File: src/rtl/tag_trk_pkg.sv
package tag_trk_pkg;
  typedef enum logic [1:0] {
    RET_NONE = 2'd0,
    RET_HIT  = 2'd1,
    RET_MISS = 2'd2
  } ret_kind_e;
endpackage

File: src/rtl/tag_pick.sv
module tag_pick #(
  parameter int unsigned N = 32,
  parameter int unsigned W = 5
) (
  input  logic [N-1:0] busy_i,
  output logic [W-1:0] tag_o,
  output logic         any_o
);
  always_comb begin
    any_o = 1'b0;
    tag_o = '0;
    for (int i = N - 1; i >= 0; i--) begin
      if (!busy_i[i]) begin
        any_o = 1'b1;
        tag_o = W'(i);
      end
    end
  end
endmodule

File: src/rtl/tag_ledger.sv
module tag_ledger #(
  parameter int unsigned N     = 32,
  parameter int unsigned W     = 5,
  parameter int unsigned CNT_W = 6
) (
  input  logic             clk_i,
  input  logic             rst_ni,
  input  logic             alloc_i,
  input  logic [W-1:0]     alloc_tag_i,
  input  logic             rel_i,
  input  logic [W-1:0]     rel_tag_i,
  output logic [N-1:0]     busy_o,
  output logic [CNT_W-1:0] count_o
);
  logic [N-1:0] busy_q;

  for (genvar g = 0; g < N; g++) begin : g_bit
    always_ff @(posedge clk_i or negedge rst_ni) begin
      if (!rst_ni) busy_q[g] <= 1'b0;
      else if (alloc_i && alloc_tag_i == W'(g)) busy_q[g] <= 1'b1;
      else if (rel_i && rel_tag_i == W'(g)) busy_q[g] <= 1'b0;
    end
  end

  always_ff @(posedge clk_i or negedge rst_ni) begin
    if (!rst_ni) count_o <= '0;
    else count_o <= count_o + CNT_W'(alloc_i) - CNT_W'(rel_i);
  end

  assign busy_o = busy_q;
endmodule

File: src/rtl/ctx_store.sv
module ctx_store #(
  parameter int unsigned DEPTH = 32,
  parameter int unsigned AW    = 5,
  parameter int unsigned DW    = 50
) (
  input  logic          clk_i,
  input  logic          we_i,
  input  logic [AW-1:0] waddr_i,
  input  logic [DW-1:0] wdata_i,
  input  logic [AW-1:0] raddr_i,
  output logic [DW-1:0] rdata_o
);
  logic [DW-1:0] mem_q [DEPTH];

  always_ff @(posedge clk_i) begin
    if (we_i) mem_q[waddr_i] <= wdata_i;
  end

  assign rdata_o = mem_q[raddr_i];
endmodule

File: src/rtl/req_tag_tracker.sv
module req_tag_tracker
  import tag_trk_pkg::*;
#(
  parameter int unsigned NUM_TAGS = 32,
  parameter int unsigned CMD_W    = 6,
  parameter int unsigned ADDR_W   = 40,
  parameter int unsigned RID_W    = 4,
  parameter int unsigned NODE_W   = 3,
  parameter int unsigned UNIT_W   = 2,
  localparam int unsigned TAG_W   = $clog2(NUM_TAGS),
  localparam int unsigned CNT_W   = $clog2(NUM_TAGS + 1)
) (
  input  logic              clk_i,
  input  logic              rst_ni,
  input  logic [NODE_W-1:0] node_id_i,
  input  logic [UNIT_W-1:0] unit_id_i,
  input  logic              req_valid_i,
  output logic              req_ready_o,
  input  logic [CMD_W-1:0]  req_cmd_i,
  input  logic [ADDR_W-1:0] req_addr_i,
  input  logic [RID_W-1:0]  req_rid_i,
  output logic              out_valid_o,
  input  logic              out_ready_i,
  output logic [CMD_W-1:0]  out_cmd_o,
  output logic [ADDR_W-1:0] out_addr_o,
  output logic [NODE_W-1:0] out_node_o,
  output logic [UNIT_W-1:0] out_unit_o,
  output logic [TAG_W-1:0]  out_tag_o,
  input  logic              rsp_valid_i,
  input  logic [TAG_W-1:0]  rsp_tag_i,
  output logic              cpl_valid_o,
  output logic [TAG_W-1:0]  cpl_tag_o,
  output logic [CMD_W-1:0]  cpl_cmd_o,
  output logic [ADDR_W-1:0] cpl_addr_o,
  output logic [RID_W-1:0]  cpl_rid_o,
  output logic              rsp_err_o,
  output logic [CNT_W-1:0]  outstanding_o
);
  localparam int unsigned CTX_W = CMD_W + ADDR_W + RID_W;

  logic [NUM_TAGS-1:0] busy;
  logic [TAG_W-1:0]    free_tag;
  logic                any_free, alloc, hit, miss;
  logic [CTX_W-1:0]    ctx_rd;
  ret_kind_e           ret_q;
  logic [TAG_W-1:0]    ret_tag_q;
  logic [CTX_W-1:0]    ret_ctx_q;

  tag_pick #(.N(NUM_TAGS), .W(TAG_W)) u_pick (
    .busy_i(busy), .tag_o(free_tag), .any_o(any_free)
  );

  assign req_ready_o = out_ready_i & any_free;
  assign out_valid_o = req_valid_i & any_free;
  assign alloc       = req_valid_i & req_ready_o;
  assign out_cmd_o   = req_cmd_i;
  assign out_addr_o  = req_addr_i;
  assign out_node_o  = node_id_i;
  assign out_unit_o  = unit_id_i;
  assign out_tag_o   = free_tag;

  // hit uses registered busy: a tag allocated this cycle is not yet live
  assign hit  = rsp_valid_i &  busy[rsp_tag_i];
  assign miss = rsp_valid_i & ~busy[rsp_tag_i];

  tag_ledger #(.N(NUM_TAGS), .W(TAG_W), .CNT_W(CNT_W)) u_ledger (
    .clk_i, .rst_ni,
    .alloc_i(alloc), .alloc_tag_i(free_tag),
    .rel_i(hit), .rel_tag_i(rsp_tag_i),
    .busy_o(busy), .count_o(outstanding_o)
  );

  ctx_store #(.DEPTH(NUM_TAGS), .AW(TAG_W), .DW(CTX_W)) u_ctx (
    .clk_i,
    .we_i(alloc), .waddr_i(free_tag),
    .wdata_i({req_cmd_i, req_addr_i, req_rid_i}),
    .raddr_i(rsp_tag_i), .rdata_o(ctx_rd)
  );

  always_ff @(posedge clk_i or negedge rst_ni) begin
    if (!rst_ni) begin
      ret_q     <= RET_NONE;
      ret_tag_q <= '0;
      ret_ctx_q <= '0;
    end else begin
      ret_q     <= hit ? RET_HIT : (miss ? RET_MISS : RET_NONE);
      ret_tag_q <= rsp_tag_i;
      if (hit) ret_ctx_q <= ctx_rd;
    end
  end

  assign cpl_valid_o = (ret_q == RET_HIT);
  assign rsp_err_o   = (ret_q == RET_MISS);
  assign cpl_tag_o   = ret_tag_q;
  assign {cpl_cmd_o, cpl_addr_o, cpl_rid_o} = ret_ctx_q;
endmodule

File: config.mk
export PLATFORM = sky130hd
export DESIGN_NAME = req_tag_tracker
export DESIGN_NICKNAME = d
export VERILOG_FILES = /design/src/rtl/tag_trk_pkg.sv /design/src/rtl/tag_pick.sv /design/src/rtl/tag_ledger.sv /design/src/rtl/ctx_store.sv /design/src/rtl/req_tag_tracker.sv
export SDC_FILE = /design/constraint.sdc
export NUM_CORES = 2
export LEC_CHECK = 0
export BUFFER_PORTS_ARGS = -buffer_cell sky130_fd_sc_hd__buf_2
export CAP_MARGIN = 25
export CORE_MARGIN = 1.5
export CORE_UTILIZATION = 25
export CTS_CLUSTER_SIZE = 24
export DETAILED_ROUTE_END_ITERATION = 16
export SETUP_SLACK_MARGIN = 0.1
export SLEW_MARGIN = 20
export SYNTH_ARGS = -nofsm -noshare
export SYNTH_HDL_FRONTEND = slang
export SYNTH_SLANG_ARGS = --single-unit
File: constraint.sdc
create_clock -name clk_i -period 6.1 [get_ports clk_i]
set_clock_uncertainty 0.15 [all_clocks]
set_input_delay 0.61 -clock clk_i [delete_from_list [all_inputs] [get_ports clk_i]]
set_output_delay 0.61 -clock clk_i [all_outputs]
set_load 0.05 [all_outputs]
==> impl_metrics.py <==
metrics = {
    "placed_design": {
        "port_buffers": 175,
        "hpwlAfterDp_um": 85200,
        "dp.cells": 6465,
        "gp_congestion": 0.789,
    },
    "synthesis": {
        "yosys.cell_types.count": 60,
        "syn_nets": 3124,
        "ys_seq_area_frac": 0.776,
        "syn_area_per_cell_um2": 21.3,
        "synthTopCellsByArea": "edfxtp_1 (74%), mux4_2 (14%), dfrtp_1 (3.7%)",
        "synth-main-ff-cell": "edfxtp_1",
        "ys_warn_count": 0,
        "synthArstFlopShare": 0.0560,
        "synthCells": 3052,
        "yosysTopAreaCell": "edfxtp_1",
        "synthDominantCellAreaShare": 0.740,
        "ys_seq_elements": 1695,
        "synth_edf_count": 1600,
        "syn_area_mm2": 0.0649,
    },
    "cells_and_area": {
        "instances_no_fill": 6754,
        "drive_gt1_frac": 0.278,
        "area.growth.synth_to_final_pct": 15.5,
        "nets": 3314,
        "final_common_cell": "edfxtp_1",
        "layout_common_cells": "edfxtp_1 (1600), mux4_2 (406), buf_2 (171), clkbuf_16 (156), nand2_1 (130)",
        "fillCellCount": 24900,
    },
    "die": {
        "die_y_um": 513,
        "rows": 186,
        "die_area_mm2": 0.263,
        "die_w_um": 513,
        "pin_count": 186,
        "coreArea_mm2": 0.258,
        "initial_core_util": 0.252,
    },
    "drt": {
        "wl_met1_um": 74500,
        "wl_per_cell_um": 25.0,
        "vias_per_cell": 4.80,
        "wl_met3_um": 13800,
        "met2_wirelength_um": 78400,
        "drt_iter0_markers": 3866,
        "vias": 32400,
        "topRoutingLayerUsed": "met5",
        "wirelength_um": 169000,
        "drcViolationCount": 0,
        "drtAntennaViolNets": 0,
        "firstDrtPassIters": 6,
    },
    "grt": {
        "antenna_found_initial": 9,
        "grt_pass1_vias": 32100,
        "grt_pass1_wl_um": 239000,
        "groute.usage.overall": 0.125,
        "grt_max_degree": 112,
        "grt-ovfl-total": 0,
    },
    "worst_setup_path": {
        "worst_path_largest_cell_delay_ns": 0.82,
        "critical_path.top_delay_family": "simple AND/OR/NAND/NOR gates",
        "crit_fanout": 28,
        "crit_type": "reg -> reg",
        "required_ns": 6.38,
        "cp_slowest_cell": "or3_1",
        "path_buf_inv": 1,
        "cp-end-kind": "flip-flop",
        "cp_cell_sequence": "nand2_1, a311oi_1, o311ai_0, nand4_1, or3_1, nor2_4, buf_12",
        "start_kind": "flip-flop",
        "cp.arrival_ns": 4.77,
    },
    "clocking": {
        "cts_buffer_depth": 3,
        "postCtsSetupBuffers": 0,
        "cts_tree": "built",
        "cts_resized": 0,
        "cts-hold-fix-buffers": 6,
        "cts-buffers-inserted": 151,
        "clock_latency_ns": 0.78,
        "clk_pin_slew_ns": 0.07,
        "cts_max_level": 4,
        "clkSinkCount": 1695,
        "clock-root-buffer": "clkbuf_16",
    },
    "sta": {
        "setup-tns-final_ns": 0,
        "timing_hold_violations_final": 0,
        "finalSetupViolCount": 0,
        "tightest_slew_ns": 1.15,
        "post-route-min-period_ns": 4.49,
        "timing.final.crit_share": 0.737,
        "rsz0062_at_grt": "false",
        "timing.slew.headroom": 0.233,
        "fmax_ghz": 0.223,
        "finalMaxSlewViolations": 0,
    },
    "power": {
        "power_density_mw_per_mm2": 345,
        "irDropWorstVdd_uv": 299,
        "p_leak_uw": 0.0233,
    },
    "status": {
        "outcome": "finished clean",
    },
    "flow_run": {
        "drv_cap": 0,
    },
    "hold_path": {
        "hp-class": "in -> reg",
    },
}
-- synthesized netlist by cell type, types with 3 or more instances --
master	number
and2_1	4
o21ai_1	44
a21o_1	3
ha_1	6
nand4_1	13
xnor2_1	4
dfrtp_1	95
clkbuf_1	77
nor2_1	31
mux2_2	4
buf_2	59
nand2b_1	9
nor2b_1	9
mux4_2	406
o22ai_1	103
o21ai_0	59
a22oi_1	100
edfxtp_1	1600
buf_1	18
nand2_1	131
inv_1	18
buf_4	57
o21ai_2	9
nor3_1	66
o211ai_1	5
mux2i_1	3
buf_6	9
nand3_1	8
a21oi_1	63
-- layer usage --
layer	track usage	vias to the layer above
met5	0	-
met4	0.0268	4
met3	0.0232	185
met2	0.196	1425
met1	0.181	17600
li1	-	13100
-- power by group --
group,total [µW],leakage (µW),internal (µW),switching [µW]
logic,2870,0.00529,776,2100
clock network,9640,0.00241,5400,4250
registers,13400,0.0156,13200,204
-- registers in the layout, indices dropped and copies added, names as in the netlist --
name	count
cpl_tag_o	5
u_ledger.busy_o	32
ret_ctx_q	50
ret_q	2
u_ctx.mem_q	1600
u_ledger.count_o	6
-- area by class of cell --
class                      count  area [µm²]  share of cell area
timing repair buffer         259        1870              0.0249
multi-input combinational   1116       13500               0.180
tap                         3384        4230              0.0564
antenna                        1        2.50           0.0000334
clock buffer                 211        4240              0.0565
sequential                  1695       50400               0.672
inverter                      19        71.3            0.000950
clock inverter                69         703             0.00937
-- logic make-up after synthesis --
logic type,count (synthesis),share of synthesized area
DFF,1695,0.776
adders and majority gates,7,0.00146
buffers and inverters,241,0.0198
AOI/OAI and AO/OA,406,0.0393
xor gates and xnor gates,5,0.000674
and+or+nand+nor,285,0.0203
muxes,413,0.142
-- stage by stage --
stage	utilization	setup slack [ns]	cell area [µm²]	hold slack, ns	power (µW)
CTS	0.291	1.66	75000	0.00342	26100
floorplan	-	-0.0784	64900	0.164	15400
global route	0.291	1.36	75000	0.0324	26700
global placement	0.272	1.56	70000	0.312	16500
detailed placement	0.272	1.59	70000	0.316	16500
finish	0.291	1.61	75000	0.0425	25900
-- worst min-delay path, cell delays in order --
cell and delay, ns:
buf_2 0.14, nand3_1 0.10, a21oi_1 0.08
-- worst paths after layout --
| check | from | endpoint | slack [ns] | cells past startpoint |
|---|---|---|---|---|
| max | u_ledger.busy_o[23] | u_ctx.mem_q[19][5] | 1.61 | 7 |
| min | req_valid_i | u_ledger.busy_o[1] | 0.04 | 3 |
| max reg2reg | u_ledger.busy_o[23] | u_ctx.mem_q[19][5] | 1.61 | 7 |
| min reg2reg | ret_ctx_q[25] | ret_ctx_q[25] | 0.33 | 2 |
| max in group asynchronous | rst_ni | ret_ctx_q[0] | 4.12 | 3 |
| min in group asynchronous | rst_ni | u_ledger.count_o[3] | 0.23 | 2 |
(Power assumes the default switching activity.)
